[src/rtl/hp_pkg.sv]
package hp_pkg;
   localparam int unsigned BYTE_W    = 8;
   localparam int unsigned ETH_BYTES = 14;
   localparam int unsigned IP_BYTES  = 20;
   localparam logic [15:0] TYPE_IPV4 = 16'h0800;

   typedef enum logic [2:0] {
      PS_START  = 3'd0,
      PS_ETH    = 3'd1,
      PS_IP     = 3'd2,
      PS_ACCEPT = 3'd3,
      PS_HOLD   = 3'd4
   } ps_t;
endpackage

[src/rtl/hp_shreg.sv]
module hp_shreg #(
   parameter int unsigned NBYTES = 4,
   parameter int unsigned BW     = 8,
   localparam int unsigned W     = NBYTES * BW
) (
   input  logic          clk,
   input  logic          rst_n,
   input  logic          clr,
   input  logic          en,
   input  logic [BW-1:0] din,
   output logic [W-1:0]  q
);
   initial begin
      if (NBYTES < 1) $error("hp_shreg: NBYTES must be at least 1");
   end

   // Lane 0 takes the newest byte; older bytes move up towards the MSB.
   for (genvar i = 0; i < NBYTES; i++) begin : g_lane
      logic [BW-1:0] src;
      if (i == 0) begin : g_head
         assign src = din;
      end else begin : g_tail
         assign src = clr ? '0 : q[(i-1)*BW +: BW];
      end
      always_ff @(posedge clk) begin
         if (!rst_n)   q[i*BW +: BW] <= '0;
         else if (en)  q[i*BW +: BW] <= src;
         else if (clr) q[i*BW +: BW] <= '0;
      end
   end
endmodule

[src/rtl/hp_seq.sv]
module hp_seq
   import hp_pkg::*;
#(
   parameter int unsigned ETH_N  = ETH_BYTES,
   parameter int unsigned IP_N   = IP_BYTES,
   parameter int unsigned CNT_W  = 6,
   parameter logic [15:0] IP_TYP = TYPE_IPV4
) (
   input  logic        clk,
   input  logic        rst_n,
   input  logic        in_valid,
   input  logic        in_sop,
   input  logic        in_eop,
   input  logic        rec_take,
   input  logic [15:0] type_now,
   output logic        in_ready,
   output logic        clr,
   output logic        eth_en,
   output logic        ip_en,
   output logic        eth_ok,
   output logic        ip_ok,
   output logic        trunc,
   output logic        done,
   output logic        pend
);
   initial begin
      if (ETH_N < 2 || IP_N < 1) $error("hp_seq: header sizes too small");
      if (ETH_N >= (1 << CNT_W) || IP_N >= (1 << CNT_W)) $error("hp_seq: CNT_W too narrow");
   end

   ps_t              st;
   logic [CNT_W-1:0] cnt;
   logic             beat, first, eth_last, ip_last, is_ip;

   assign in_ready = (st != PS_HOLD);
   assign pend     = (st == PS_HOLD);
   assign beat     = in_valid && in_ready;
   assign first    = beat && (st == PS_START) && in_sop;
   assign clr      = first;
   assign eth_en   = first || (beat && st == PS_ETH);
   assign ip_en    = beat && (st == PS_IP);
   assign eth_last = beat && (st == PS_ETH) && (cnt == CNT_W'(ETH_N - 1));
   assign ip_last  = ip_en && (cnt == CNT_W'(IP_N - 1));
   assign is_ip    = (type_now == IP_TYP);

   always_ff @(posedge clk) begin
      if (!rst_n) begin
         st <= PS_START; cnt <= '0;
         eth_ok <= 1'b0; ip_ok <= 1'b0; trunc <= 1'b0; done <= 1'b0;
      end else begin
         done <= 1'b0;
         unique case (st)
            PS_START: if (first) begin
               eth_ok <= 1'b0; ip_ok <= 1'b0;
               trunc  <= in_eop;
               cnt    <= CNT_W'(1);
               if (in_eop) begin st <= PS_HOLD; done <= 1'b1; end
               else st <= PS_ETH;
            end
            PS_ETH: if (beat) begin
               if (eth_last) begin
                  eth_ok <= 1'b1;
                  cnt    <= '0;
                  if (in_eop) begin
                     st <= PS_HOLD; done <= 1'b1; trunc <= is_ip;
                  end else st <= is_ip ? PS_IP : PS_ACCEPT;
               end else if (in_eop) begin
                  st <= PS_HOLD; done <= 1'b1; trunc <= 1'b1;
               end else cnt <= cnt + 1'b1;
            end
            PS_IP: if (beat) begin
               if (ip_last) ip_ok <= 1'b1;
               if (in_eop) begin
                  st <= PS_HOLD; done <= 1'b1; trunc <= !ip_last;
               end else if (ip_last) st <= PS_ACCEPT;
               else cnt <= cnt + 1'b1;
            end
            PS_ACCEPT: if (beat && in_eop) begin
               st <= PS_HOLD; done <= 1'b1;
            end
            PS_HOLD: if (rec_take) st <= PS_START;
            default: st <= PS_START;
         endcase
      end
   end

   // completion strobe lasts one cycle
   p_done_pulse_r8: assert property (@(posedge clk) disable iff (!rst_n)
      done |=> !done);
   // a held record blocks the input
   p_hold_blocks_r9: assert property (@(posedge clk) disable iff (!rst_n)
      pend |-> !in_ready);
   // the strobe always starts a held record
   p_done_held_r9: assert property (@(posedge clk) disable iff (!rst_n)
      done |-> pend);
   // truncation never coexists with a complete IPv4 header
   p_ip_not_trunc_r7: assert property (@(posedge clk) disable iff (!rst_n)
      (pend && ip_ok) |-> (!trunc && eth_ok));
endmodule

[src/rtl/eth_ip_hdr_parser.sv]
module eth_ip_hdr_parser
   import hp_pkg::*;
#(
   parameter int unsigned CNT_W = 6
) (
   input  logic        clk,
   input  logic        rst_n,
   input  logic        in_valid,
   output logic        in_ready,
   input  logic [7:0]  in_data,
   input  logic        in_sop,
   input  logic        in_eop,
   input  logic        rec_take,
   output logic        rec_done,
   output logic        rec_pend,
   output logic        eth_ok,
   output logic        ip_ok,
   output logic        trunc,
   output logic [47:0] mac_dst,
   output logic [47:0] mac_src,
   output logic [15:0] eth_type,
   output logic [3:0]  ip_ver,
   output logic [3:0]  ip_ihl,
   output logic [7:0]  ip_dscp,
   output logic [15:0] ip_len,
   output logic [15:0] ip_id,
   output logic [2:0]  ip_flags,
   output logic [12:0] ip_frag,
   output logic [7:0]  ip_ttl,
   output logic [7:0]  ip_proto,
   output logic [15:0] ip_csum,
   output logic [31:0] ip_src,
   output logic [31:0] ip_dst
);
   localparam int unsigned EW = ETH_BYTES * BYTE_W;
   localparam int unsigned IW = IP_BYTES * BYTE_W;

   logic [EW-1:0] eth_q;
   logic [IW-1:0] ip_q;
   logic          clr, eth_en, ip_en;
   logic [15:0]   type_now;

   assign type_now = {eth_q[7:0], in_data};

   hp_seq #(.ETH_N(ETH_BYTES), .IP_N(IP_BYTES), .CNT_W(CNT_W), .IP_TYP(TYPE_IPV4)) u_seq (
      .clk(clk), .rst_n(rst_n), .in_valid(in_valid), .in_sop(in_sop), .in_eop(in_eop),
      .rec_take(rec_take), .type_now(type_now), .in_ready(in_ready), .clr(clr),
      .eth_en(eth_en), .ip_en(ip_en), .eth_ok(eth_ok), .ip_ok(ip_ok), .trunc(trunc),
      .done(rec_done), .pend(rec_pend)
   );

   hp_shreg #(.NBYTES(ETH_BYTES), .BW(BYTE_W)) u_eth_sr (
      .clk(clk), .rst_n(rst_n), .clr(clr), .en(eth_en), .din(in_data), .q(eth_q)
   );

   hp_shreg #(.NBYTES(IP_BYTES), .BW(BYTE_W)) u_ip_sr (
      .clk(clk), .rst_n(rst_n), .clr(clr), .en(ip_en), .din(in_data), .q(ip_q)
   );

   assign mac_dst  = eth_q[111:64];
   assign mac_src  = eth_q[63:16];
   assign eth_type = eth_q[15:0];

   assign ip_ver   = ip_q[159:156];
   assign ip_ihl   = ip_q[155:152];
   assign ip_dscp  = ip_q[151:144];
   assign ip_len   = ip_q[143:128];
   assign ip_id    = ip_q[127:112];
   assign ip_flags = ip_q[111:109];
   assign ip_frag  = ip_q[108:96];
   assign ip_ttl   = ip_q[95:88];
   assign ip_proto = ip_q[87:80];
   assign ip_csum  = ip_q[79:64];
   assign ip_src   = ip_q[63:32];
   assign ip_dst   = ip_q[31:0];

   // a held record does not change until it is taken
   p_rec_frozen_r9: assert property (@(posedge clk) disable iff (!rst_n)
      (rec_pend && !rec_take) |=> (rec_pend && $stable(eth_q) && $stable(ip_q)));
   // an IPv4 record carries the IPv4 type and a valid link header
   p_ip_type_r3: assert property (@(posedge clk) disable iff (!rst_n)
      (rec_pend && ip_ok) |-> (eth_ok && eth_type == TYPE_IPV4));
   // a complete non-IPv4 link header is never truncated
   p_other_clean_r4: assert property (@(posedge clk) disable iff (!rst_n)
      (rec_pend && eth_ok && eth_type != TYPE_IPV4) |-> (!ip_ok && !trunc));
endmodule

[config.mk]
export PLATFORM = sky130hd
export DESIGN_NAME = eth_ip_hdr_parser
export DESIGN_NICKNAME = d
export VERILOG_FILES = /design/src/rtl/hp_pkg.sv /design/src/rtl/hp_shreg.sv /design/src/rtl/hp_seq.sv /design/src/rtl/eth_ip_hdr_parser.sv
export SDC_FILE = /design/constraint.sdc
export NUM_CORES = 1
export LEC_CHECK = 0
export ABC_AREA = 1
export BUFFER_PORTS_ARGS = -buffer_cell sky130_fd_sc_hd__buf_2
export CAP_MARGIN = 40
export CORE_UTILIZATION = 59
export CTS_BUF_LIST = sky130_fd_sc_hd__clkbuf_4 sky130_fd_sc_hd__clkbuf_8
export DETAILED_ROUTE_END_ITERATION = 8
export GPL_TIMING_DRIVEN = 1
export PLACE_DENSITY = 0.89
export SLEW_MARGIN = 20
export SYNTH_ARGS = -nofsm -noshare
export SYNTH_HDL_FRONTEND = slang
export SYNTH_SLANG_ARGS = --single-unit
[constraint.sdc]
create_clock -name clk -period 2.1 [get_ports clk]
set_input_delay 0 -clock clk [delete_from_list [all_inputs] [get_ports clk]]
set_output_delay 0 -clock clk [all_outputs]
set_load 0.02 [all_outputs]
==> results of run 1 <==
routing by layer:
layer  share of wire  wire, um  GRT usage  vias up
met1            0.40     13410     0.4407     5311
met4           0.034      1130     0.1497        0
met5               0         0          0        -
met3            0.10      3320    0.09599       80
met2            0.46     15270     0.5098      580
li1                -         -          -     5343
worst min-delay path by stage:
| stage | startpoint | to |
|---|---|---|
| floorplan | in_data[5] | u_eth_sr.q[5]$_SDFF_PN0_ |
| global placement | in_data[5] | u_eth_sr.q[5]$_SDFF_PN0_ |
| detailed placement | in_data[6] | u_eth_sr.q[6]$_SDFF_PN0_ |
| CTS | in_sop | u_eth_sr.q[12]$_SDFF_PN0_ |
| global route | in_sop | u_eth_sr.q[11]$_SDFF_PN0_ |
| finish | in_sop | u_eth_sr.q[12]$_SDFF_PN0_ |
area by class of cell:
cell class,count,share of cell area
Sequential cell,285,0.4128
Inverter,57,0.01602
Timing Repair Buffer,331,0.1415
Tap cell,229,0.02073
Multi-Input combinational cell,941,0.3298
Antenna cell,1,0.0001811
Clock buffer,70,0.06428
Clock inverter,14,0.01467
flip-flops by register name, indices dropped and copies added, names as in the netlist:
signal and count:
u_seq.ip_ok 1, u_seq.done 1, u_seq.st 3, u_seq.cnt 6
u_seq.eth_ok 1, u_eth_sr.q 112, u_seq.trunc 1, u_ip_sr.q 160
power breakdown:
| group | leakage, uW | internal (uW) | total (uW) | switching, uW |
|---|---|---|---|---|
| registers | 0.00230 | 5860 | 6190 | 334 |
| clock network | 0.000579 | 3330 | 5550 | 2220 |
| logic | 0.00325 | 1050 | 3630 | 2580 |
per-stage QoR:
| stage | power (uW) | setup slack (ps) | instances | hold WS [ps] | utilization |
|---|---|---|---|---|---|
| floorplan | 8780 | 683.3 | 1412 | 163.3 | - |
| global placement | 9726 | 275.9 | 1830 | 298.6 | 0.6916 |
| detailed placement | 9812 | 206.8 | 1830 | 303.7 | 0.6916 |
| CTS | 15360 | 183.9 | 1927 | 116.9 | 0.7587 |
| global route | 16000 | 36.98 | 1928 | 146.7 | 0.7590 |
| finish | 15370 | 179.6 | 1928 | 136.3 | 0.7590 |
cell usage after synthesis (all sizes together):
cell type	count	area (um^2)
nand3	323	1634
dfxtp	285	5705
a21oi	227	1136
nand2	193	742.0
nor2	87	354.1
buf	78	425.4
inv	57	214.0
o21ai	53	265.3
clkbuf	51	191.4
a211oi	30	225.2
o22ai	11	68.82
a22oi	8	60.06
nand4	3	18.77
ha	2	25.02
nor3	1	5.000
or2	1	6.260
xnor2	1	8.760
xor2	1	8.760
timing repair:
action	in CTS	in global routing
hold buffers	13	0
buffers inserted	0	0
gates resized for setup	0	1
endpoints found under the setup margin	0	2
endpoints found under the hold margin	25	0
critical path, cell delays in order (launching register included):
cell and delay [ps]:
dfxtp_1 470, nor2_2 80, nand2_2 130, nor2_4 70
inv_4 310, buf_4 440, nand3_1 140, a21oi_1 170
logic make-up after synthesis:
kind of cell	after synthesis
AND/OR/NAND/NOR	608
adder cells (fa/ha/maj)	2
AO/OA/AOI/OAI	329
flip-flops	285
buffers and inverters	186
XOR/XNOR	2
==> summary.txt, run 1 <==
Timing
  – Slew HR: 0.5156
  – Pins Over Slew Limit: 0
  – Period utilisation layout: 0.9145
  – Worst-margin pin slew: 726.6 ps
  – Setup tns final: 0 ps
  – RSZ-0062 raised after global routing: no
  – Final Skew: 26.35 ps
  – Final-report hold violation count: 0
  – Fmax: 0.5207 GHz
  – Post-route minimum period: 1920 ps
  – Final setup vio count: 0

Floorplan
  – # rows: 49
  – Die area: 19,360 um^2
  – Die W: 139.1 um
  – IO Count: 292
  – Die height: 139.1 um
  – Initial Utilization: 0.6093
  – Core area: 18,210 um^2

Layout
  – Sequential Area: 5705 um^2
  – Commonest non-fill, non-tap cells in the layout: nand3_1 (321), buf_2 (291), dfxtp_1 (285)
  – Fin nets: 1,678
  – Area of the multi-input gates: 4558 um^2
  – Layout cells sized above 1: 0.2473
  – Fillers: 1,282
  – Area delta synth->final: 24.57%
  – Post-route cell area: 13,820 um^2
  – Commonest non-fill, non-tap cell in the layout: nand3_1

Pwr
  – PD cells: 1112 nW/um^2
  – Max IR drop VDD: 1229 uV
  – Leakage: 0.006133 uW

Min path
  – Worst Hold Class: input pin to flip-flop
  – WHS Path Cells: 5

Route
  – ANT nets after route: 0
  – Post-DR vias/cell: 5.868
  – Average wire per standard cell: 17.18 um
  – Post-route DRC: 17
  – WL final: 33.13 mm
  – DR pass1 iterations: 9
  – DRT iter0 DRCs: 1,143
  – Via count: 11,310

CTS
  – CTS root buf: clkbuf_8
  – CTS tree: yes
  – Total CTS buffers: 46
  – Worst skew pair latency: 560 ps
  – CTS clk-pin slew, worst paths: 60 ps
  – Sink Count: 285
  – H-tree levels: 2
  – Clk buf depth: 3

Critical path
  – Critical Path RT: 2570 ps
  – Critical R2R Capture: u_ip_sr.q[54]$_SDFF_PN0_
  – CP startpoint: u_seq.st[0]$_SDFFE_PN0P_
  – Kind of critical path: flip-flop to flip-flop
  – CP max FO: 43
  – FF-to-FF setup slack: 180 ps
  – Worst path arrival time: 2390 ps
  – Worst Setup Start Kind: flip-flop
  – Worst R2R Path Depth: 7
  – Crit path capture type: flip-flop
  – Setup crit end: u_ip_sr.q[54]$_SDFF_PN0_
  – Critical R2R Launch: u_seq.st[0]$_SDFFE_PN0P_

Global routing
  – Gr ovfl total: 0
  – Largest net degree at the start of global routing: 162
  – First-pass GRT wire length: 52.93 mm
  – Vias in the first global route: 10,140
  – Gr usage total: 0.3344
  – Initial antenna violation count: 1

Yosys
  – Mux cell area share after synthesis: 0
  – Synth warn: 0
  – Distinct cell type count after synthesis: 29
  – Syn_nets: 1,428
  – Largest family of logic cells by synthesized area: simple AND/OR/NAND/NOR gates
  – Post-synthesis sequential area ratio: 0.5143
  – Compound-Gate Fraction of Synth Area: 0.1582
  – Synth Area in Adders: 0.002256
  – Number of synthesized register bits: 285
  – Avg Cell Area, Syn: 7.857 um^2
  – Synth Instances: 1,412
  – Synth Cell Area: 11,090 um^2
  – Synth Area in XOR/XNOR: 0.001579
  – Synth Area in Simple Gates: 0.2488

Status
  – Outcome: complete, but fails checks
  – Failing checks: DRC

Placed design
  – Placed cell areas: 12,590 um^2
  – Port-buffer cells: 291
  – Hpwl dp: 21.19 mm
  – Placer Congestion: 0.9134

Flow run
  – Max-cap violations: 0
No activity file was read; power rests on OpenSTA's default activity.
==> run 2, diff against run 1 <==
--- a/config.mk
+++ b/config.mk
@@ -8,7 +8,7 @@
 export ABC_AREA = 1
 export BUFFER_PORTS_ARGS = -buffer_cell sky130_fd_sc_hd__buf_2
 export CAP_MARGIN = 40
-export CORE_UTILIZATION = 59
+export CORE_UTILIZATION = 60
 export CTS_BUF_LIST = sky130_fd_sc_hd__clkbuf_4 sky130_fd_sc_hd__clkbuf_8
 export DETAILED_ROUTE_END_ITERATION = 8
 export GPL_TIMING_DRIVEN = 1
@@ -16,4 +16,5 @@
 export SLEW_MARGIN = 20
 export SYNTH_ARGS = -nofsm -noshare
 export SYNTH_HDL_FRONTEND = slang
+export SYNTH_HIERARCHICAL = 1
 export SYNTH_SLANG_ARGS = --single-unit
==> summary.txt, run 2 <==
Status
  – Outcome: complete, no violations (was complete, but fails checks)

Floorplan
  – Die height: 143.9 um (was 139.1 um)
  – Core area: 19,590 um^2 (was 18,210 um^2)
  – Die W: 143.9 um (was 139.1 um)
  – Die area: 20,710 um^2 (was 19,360 um^2)
  – IO Count: 292 (unchanged)
  – # rows: 51 (was 49)
  – Initial Utilization: 0.6167 (was 0.6093)

Timing
  – Pins Over Slew Limit: 0 (unchanged)
  – Hold_ws: 322.0 ps (was 136.3 ps)
  – Period utilisation layout: 0.9269 (was 0.9145)
  – Setup tns final: 0 ps (unchanged)
  – Post-route minimum period: 1946 ps (was 1920 ps)
  – RSZ-0062 raised after global routing: no (unchanged)
  – Final setup vio count: 0 (unchanged)
  – Fmax: 0.5138 GHz (was 0.5207 GHz)
  – Final-report hold violation count: 0 (unchanged)
  – Worst-margin pin slew: 529.5 ps (was 726.6 ps)
  – Slew HR: 0.6466 (was 0.5156)
  – Final Skew: 24.38 ps (was 26.35 ps)

Layout
  – Layout cells sized above 1: 0.3150 (was 0.2473)
  – Largest Register: u_ip_sr/q (was u_ip_sr.q)
  – Core Util, Final: 0.7362 (was 0.7590)
  – Area delta synth->final: 19.38% (was 24.57%)
  – Fin cells: 1,942 (was 1,928)
  – Largest register FFs: 160 (unchanged)
  – Fin nets: 1,665 (was 1,678)
  – Commonest non-fill, non-tap cells in the layout: nand3_1 (429), buf_2 (291), dfxtp_1 (285) (was nand3_1 (321), buf_2 (291), dfxtp_1 (285))
  – Regs by FF count: u_ip_sr/q: 160 flops, u_eth_sr/q: 112 flops, u_seq/cnt: 6 flops (was u_ip_sr.q: 160 flops, u_eth_sr.q: 112 flops, u_seq.cnt: 6 flops)
  – Commonest non-fill, non-tap cell in the layout: nand3_1 (unchanged)

Global routing
  – Largest net degree at the start of global routing: 105 (was 162)
  – Gr ovfl total: 0 (unchanged)
  – First-pass GRT wire length: 51.38 mm (was 52.93 mm)
  – Gr usage total: 0.3056 (was 0.3344)
  – Initial antenna violation count: 0 (was 1)
  – Vias in the first global route: 10,240 (was 10,140)

Placed design
  – Hpwl dp: 21.17 mm (was 21.19 mm)
  – Placed cells: 1,851 (was 1,830)
  – Port-buffer cells: 291 (unchanged)
  – Placer Congestion: 0.8148 (was 0.9134)

Yosys
  – Most frequent cell after synthesis: nand3_1 (unchanged)
  – Post-synthesis sequential area ratio: 0.4723 (was 0.5143)
  – Yosys top cell by area: dfxtp_1 (unchanged)
  – Synth Instances: 1,405 (was 1,412)
  – Top-area cell type share of the netlist area: 0.4723 (was 0.5143)
  – Primary FF master, synth: dfxtp_1 (unchanged)
  – FFs w/ async S/R, synth: 0 (unchanged)
  – Synth Cell Area: 12,080 um^2 (was 11,090 um^2)
  – Avg Cell Area, Syn: 8.598 um^2 (was 7.857 um^2)
  – Syn_nets: 1,421 (was 1,428)
  – Most frequent cells after synthesis: nand3_1 (429), dfxtp_1 (285), a21oi_1 (265) (was nand3_1 (321), dfxtp_1 (285), a21oi_1 (227))
  – Post-synth EDFFs: 0 (unchanged)
  – Number of synthesized register bits: 285 (unchanged)
  – Synth warn: 6 (was 0)
  – Distinct cell type count after synthesis: 35 (was 29)
  – Top cells by area, synth: dfxtp_1 (47%), nand3_1 (18%), a21oi_1 (11%), nand3_2 (6.6%), buf_2 (2.8%) (was dfxtp_1 (51%), nand3_1 (14%), a21oi_1 (10%), nand2_1 (6.4%), buf_2 (2.9%))

Pwr
  – Clock power share: 0.409 (was 0.361)
  – Net Sw Frac: 0.2617 (was 0.3336)
  – Leakage: 0.005704 uW (was 0.006133 uW)
  – Cell internal pwr: 8363 uW (was 10,240 uW)
  – PD cells: 785.4 nW/um^2 (was 1112 nW/um^2)
  – Sw power: 2964 uW (was 5128 uW)
  – Sequential share of power: 0.487 (was 0.403)
  – Max IR drop VDD: 607.3 uV (was 1229 uV)
  – Combinational share of power: 0.104 (was 0.236)
  – Final total power: 11,330 uW (was 15,370 uW)

Critical path
  – Worst Setup Start Kind: flip-flop (unchanged)
  – Crit path capture type: flip-flop (unchanged)
  – Critical Path RT: 2510 ps (was 2570 ps)
  – Kind of critical path: flip-flop to flip-flop (unchanged)
  – Worst path arrival time: 2360 ps (was 2390 ps)
  – CP max FO: 52 (was 43)

Flow run
  – Max-cap violations: 0 (unchanged)

Route
  – DRT iter0 DRCs: 1,126 (was 1,143)
  – Uppermost layer routed: met4 (unchanged)
  – DR pass1 iterations: 6 (was 9)
  – Post-route DRC: 0 (was 17)
  – Post-DR vias/cell: 5.934 (was 5.868)
  – WL met1: 13.25 mm (was 13.41 mm)
  – Metal2 WL: 15.92 mm (was 15.27 mm)
  – ANT nets after route: 0 (unchanged)
  – Average wire per standard cell: 17.22 um (was 17.18 um)
  – WL final: 33.44 mm (was 33.13 mm)
  – Metal3 WL: 2.802 mm (was 3.320 mm)
  – Via count: 11,520 (was 11,310)

CTS
  – Worst skew pair latency: 550 ps (was 560 ps)
  – CTS tree: yes (unchanged)
  – CTS clk-pin slew, worst paths: 60 ps (about the same)
  – Clk buf depth: 3 (unchanged)
  – CTS root buf: clkbuf_8 (unchanged)
  – H-tree levels: 2 (unchanged)
  – Total CTS buffers: 45 (was 46)
  – Sink Count: 285 (unchanged)
  – Post CTS Setup Buffer Count: 0 (unchanged)

Min path
  – Worst Hold Class: input pin to flip-flop (unchanged)
[run 2: critical path, stage by stage, from the launching register on]
cell	delay [ps]
dfxtp_1	510
nand3_4	180
nor2_4	220
buf_12	280
nand2_2	150
nand2_1	120
nand2_1	50
nand2_1	80
nand2_1	80
nand2_1	70
a21oi_1	80
[run 2: kinds of logic after synthesis]
kind of cell	share of synthesized area
AO/OA/AOI/OAI	0.1340
XOR/XNOR	0.002175
adder cells (fa/ha/maj)	0.002071
buffers and inverters	0.09487
flip-flops	0.4723
AND/OR/NAND/NOR	0.2946
[run 2: final timing paths]
kind              slack, ps                        start  cells after the start                           to
hold reg to reg         460  u_ip_sr/q[158]$_SDFFE_PN0P_                      2  u_ip_sr/q[158]$_SDFFE_PN0P_
setup / recovery        150     u_seq/st[1]$_SDFFE_PN0P_                     10     u_seq/st[0]$_SDFFE_PN0P_
setup reg to reg        150     u_seq/st[1]$_SDFFE_PN0P_                     10     u_seq/st[0]$_SDFFE_PN0P_
hold / removal          320                   in_data[6]                      4     u_eth_sr/q[6]$_SDFF_PN0_
[run 2: final cells by class]
class	instances	area [um^2]
antenna	1	2.502
clock buffer	70	850.8
inverter	31	157.7
tap	265	331.6
fill	1414	5169
multi-input combinational	946	5236
timing repair buffer	340	2106
clock inverter	4	31.28
sequential	285	5705
[run 2: timing repair]
| item | in CTS | in global routing |
|---|---|---|
| setup endpoints to repair | 0 | 3 |
| gates resized for setup | 0 | 3 |
| hold buffers | 16 | 0 |
| hold endpoints to repair | 63 | 0 |
[run 2: layer usage]
metal  global-route usage  up-vias
met2               0.4905      556
met5                    0        -
met4               0.1624        0
met1               0.3741     5457
met3              0.08031       95
li1                     -     5416
[run 2: through the flow]
step | area (um^2) | worst slack, ps
floorplan | 12080 | 467.2
global placement | 13360 | 230.9
detailed placement | 13360 | 163.0
CTS | 14400 | 45.51
global route | 14420 | 18.69
finish | 14420 | 153.6
[run 2: power by group through the flow]
stage	Sequential, uW	Combinational, uW	Clock (uW)
floorplan	5670	869	0
global placement	5630	1090	0
detailed placement	5630	1120	0
CTS	5520	1140	4700
global route	5520	1270	4960
finish	5520	1170	4630
==> run 3, diff against run 2 <==
--- a/config.mk
+++ b/config.mk
@@ -6,13 +6,13 @@
 export NUM_CORES = 1
 export LEC_CHECK = 0
 export ABC_AREA = 1
-export BUFFER_PORTS_ARGS = -buffer_cell sky130_fd_sc_hd__buf_2
+export BUFFER_PORTS_ARGS = -buffer_cell sky130_fd_sc_hd__buf_4
 export CAP_MARGIN = 40
 export CORE_UTILIZATION = 60
 export CTS_BUF_LIST = sky130_fd_sc_hd__clkbuf_4 sky130_fd_sc_hd__clkbuf_8
 export DETAILED_ROUTE_END_ITERATION = 8
 export GPL_TIMING_DRIVEN = 1
-export PLACE_DENSITY = 0.89
+export PLACE_DENSITY = 0.88
 export SLEW_MARGIN = 20
 export SYNTH_ARGS = -nofsm -noshare
 export SYNTH_HDL_FRONTEND = slang
==> summary.txt, run 3 (synthesis gave the netlist of run 2 again) <==
Route
  – WL final: 33.66 mm (was 33.44 mm)
  – DRT iter0 DRCs: 933 (was 1,126)
  – Post-route DRC: 0 (unchanged)
  – ANT nets after route: 0 (unchanged)
  – Via count: 11,280 (was 11,520)
  – WL met1: 13.39 mm (was 13.25 mm)
  – Metal3 WL: 2.629 mm (was 2.802 mm)
  – Average wire per standard cell: 17.35 um (was 17.22 um)
  – Metal2 WL: 16.41 mm (was 15.92 mm)
  – Post-DR vias/cell: 5.815 (was 5.934)
  – Uppermost layer routed: met4 (unchanged)
  – DR pass1 iterations: 6 (unchanged)

Layout
  – Sequential Area: 5707 um^2 (was 5705 um^2)
  – Area of the multi-input gates: 5236 um^2 (unchanged)
  – Largest Register: u_ip_sr/q (unchanged)
  – Area delta synth->final: 24.96% (was 19.38%)
  – Regs by FF count: u_ip_sr/q: 160 flops, u_eth_sr/q: 112 flops, u_seq/cnt: 6 flops (unchanged)
  – Layout cells sized above 1: 0.3154 (was 0.3150)
  – Commonest non-fill, non-tap cells in the layout: nand3_1 (429), buf_4 (306), dfxtp_1 (284) (was nand3_1 (429), buf_2 (291), dfxtp_1 (285))
  – Commonest non-fill, non-tap cell in the layout: nand3_1 (unchanged)
  – Fin nets: 1,663 (was 1,665)
  – Largest register FFs: 160 (unchanged)
  – Fillers: 1,375 (was 1,414)

Critical path
  – Kind of critical path: flip-flop to flip-flop (unchanged)
  – Worst Setup Start Kind: flip-flop (unchanged)
  – Buf/Inv on CP: 3 (was 1)
  – Crit path capture type: flip-flop (unchanged)
  – Critical path depth in cells: 7 (was 10)
  – Delay-heaviest family, CP: buffers and inverters (was simple AND/OR/NAND/NOR gates)
  – Worst path slowest cell: dlygate4sd3_1 (was dfxtp_1)
  – Critical Path RT: 2530 ps (was 2510 ps)
  – Worst path arrival time: 2380 ps (was 2360 ps)
  – Worst R2R Path Depth: 7 (was 10)
  – CP cell instances: inv_2 -> nand3_4 -> nor2_4 -> clkinv_4 -> o21ai_0 -> dlygate4sd3_1 -> nor2_1 (was nand3_4 -> nor2_4 -> buf_12 -> nand2_2 -> nand2_1 -> nand2_1 -> nand2_1 -> nand2_1 -> nand2_1 -> a21oi_1)
  – CP max FO: 23 (was 52)
  – Crit path largest cell delay: 590 ps (was 510 ps)

Flow run
  – Max-cap violations: 0 (unchanged)

Floorplan
  – Die height: 143.9 um (unchanged)
  – Initial Utilization: 0.6167 (unchanged)
  – Die W: 143.9 um (unchanged)
  – # rows: 51 (unchanged)
  – Die area: 20,710 um^2 (unchanged)
  – IO Count: 292 (unchanged)
  – Core area: 19,590 um^2 (unchanged)

Timing
  – Final setup vio count: 0 (unchanged)
  – Final-report hold violation count: 0 (unchanged)
  – Setup tns final: 0 ps (unchanged)
  – Fmax: 0.5116 GHz (was 0.5138 GHz)
  – Slew HR: 0.5618 (was 0.6466)
  – Pins Over Slew Limit: 0 (unchanged)
  – Worst-margin pin slew: 657.3 ps (was 529.5 ps)
  – Post-route minimum period: 1955 ps (was 1946 ps)
  – Final Skew: 24.80 ps (was 24.38 ps)
  – RSZ-0062 raised after global routing: no (unchanged)
  – Period utilisation layout: 0.9308 (was 0.9269)
  – Hold_ws: 333.2 ps (was 322.0 ps)

CTS
  – CTS tree: yes (unchanged)
  – CTS clk-pin slew, worst paths: 60 ps (about the same)
  – CTS root buf: clkbuf_8 (unchanged)
  – Sink Count: 285 (unchanged)
  – Clk buf depth: 3 (unchanged)
  – H-tree levels: 2 (unchanged)
  – Total CTS buffers: 45 (unchanged)
  – Worst skew pair latency: 550 ps (about the same)

Global routing
  – Gr usage total: 0.3107 (was 0.3056)
  – Initial antenna violation count: 0 (unchanged)
  – Vias in the first global route: 10,050 (was 10,240)
  – First-pass GRT wire length: 51.67 mm (was 51.38 mm)
  – Gr ovfl total: 0 (unchanged)
  – Largest net degree at the start of global routing: 105 (unchanged)

Pwr
  – Max IR drop VDD: 506.2 uV (was 607.3 uV)
  – Leakage: 0.005668 uW (was 0.005704 uW)
  – PD cells: 754.3 nW/um^2 (was 785.4 nW/um^2)
  – Final total power: 11,390 uW (was 11,330 uW)

Min path
  – WHS Path Cells: 4 (unchanged)
  – Worst Hold Class: input pin to flip-flop (unchanged)

Placed design
  – Port-buffer cells: 291 (unchanged)
  – Placer Congestion: 0.8286 (was 0.8148)
  – Hpwl dp: 21.37 mm (was 21.17 mm)

Status
  – Outcome: complete, no violations (unchanged)
[run 3: cell count changes in the layout (fill, tap and decap cells not counted), moves of 2 or more]
cell / change
buf_4: +293
buf_2: -291
clkbuf_4: -5
clkinv_2: +5
clkbuf_8: +3
buf_12: -2
clkinvlp_4: -2
[run 3: metal layers]
layer | GRT usage | vias to the layer above
li1 | - | 5424
met4 | 0.1394 | 0
met3 | 0.07064 | 81
met5 | 0 | -
met1 | 0.3862 | 5312
met2 | 0.5118 | 464
[run 3: final timing paths]
path                                        to                    startpoint  slack [ps]
hold reg to reg   u_eth_sr/q[106]$_SDFFE_PN0P_  u_eth_sr/q[106]$_SDFFE_PN0P_         460
hold / removal        u_eth_sr/q[7]$_SDFF_PN0_                    in_data[7]         330
setup / recovery       u_ip_sr/q[5]$_SDFF_PN0_      u_seq/st[2]$_SDFFE_PN0P_         150
setup reg to reg       u_ip_sr/q[5]$_SDFF_PN0_      u_seq/st[2]$_SDFFE_PN0P_         150
[run 3: layout make-up]
| class | count | area share |
|---|---|---|
| well taps | 265 | 0.02196 |
| inverters | 31 | 0.009449 |
| repair buffers | 338 | 0.1847 |
| diodes | 1 | 0.0001658 |
| flip-flops and latches | 285 | 0.3780 |
| multi-input cells | 946 | 0.3469 |
| clock inverters | 6 | 0.002238 |
| clock buffers | 68 | 0.05661 |
[run 3: repair_timing]
item                                    CTS  global route
endpoints found under the hold margin    29             0
setup buffers                             0             0
resized for setup                         0             1
hold buffers                             15             0
endpoints found under the setup margin    0             2
[run 3: metrics by stage]
stage / util / std cells / worst slack [ps] / cell area (um^2)
after detailed placement: 0.7174 / 1850 / 232.3 / 14050
after global routing: 0.7705 / 1939 / 16.33 / 15090
after floorplan: - / 1405 / 467.2 / 12080
after CTS: 0.7704 / 1939 / 97.71 / 15090
after global placement: 0.7174 / 1850 / 313.5 / 14050
final: 0.7706 / 1940 / 145.3 / 15100
[run 3: worst min-delay path: cells and delay by family]
kind | cells | cell delay [ps]
simple gates | 1 | 90
compound gates | 1 | 80
buf+inv | 2 | 660
[run 3: power breakdown]
part,internal [uW],switching (uW),total (uW)
Combinational,354,839,1190
Clock,2580,2090,4670
Sequential,5460,60.2,5520
Total,8400,2990,11400
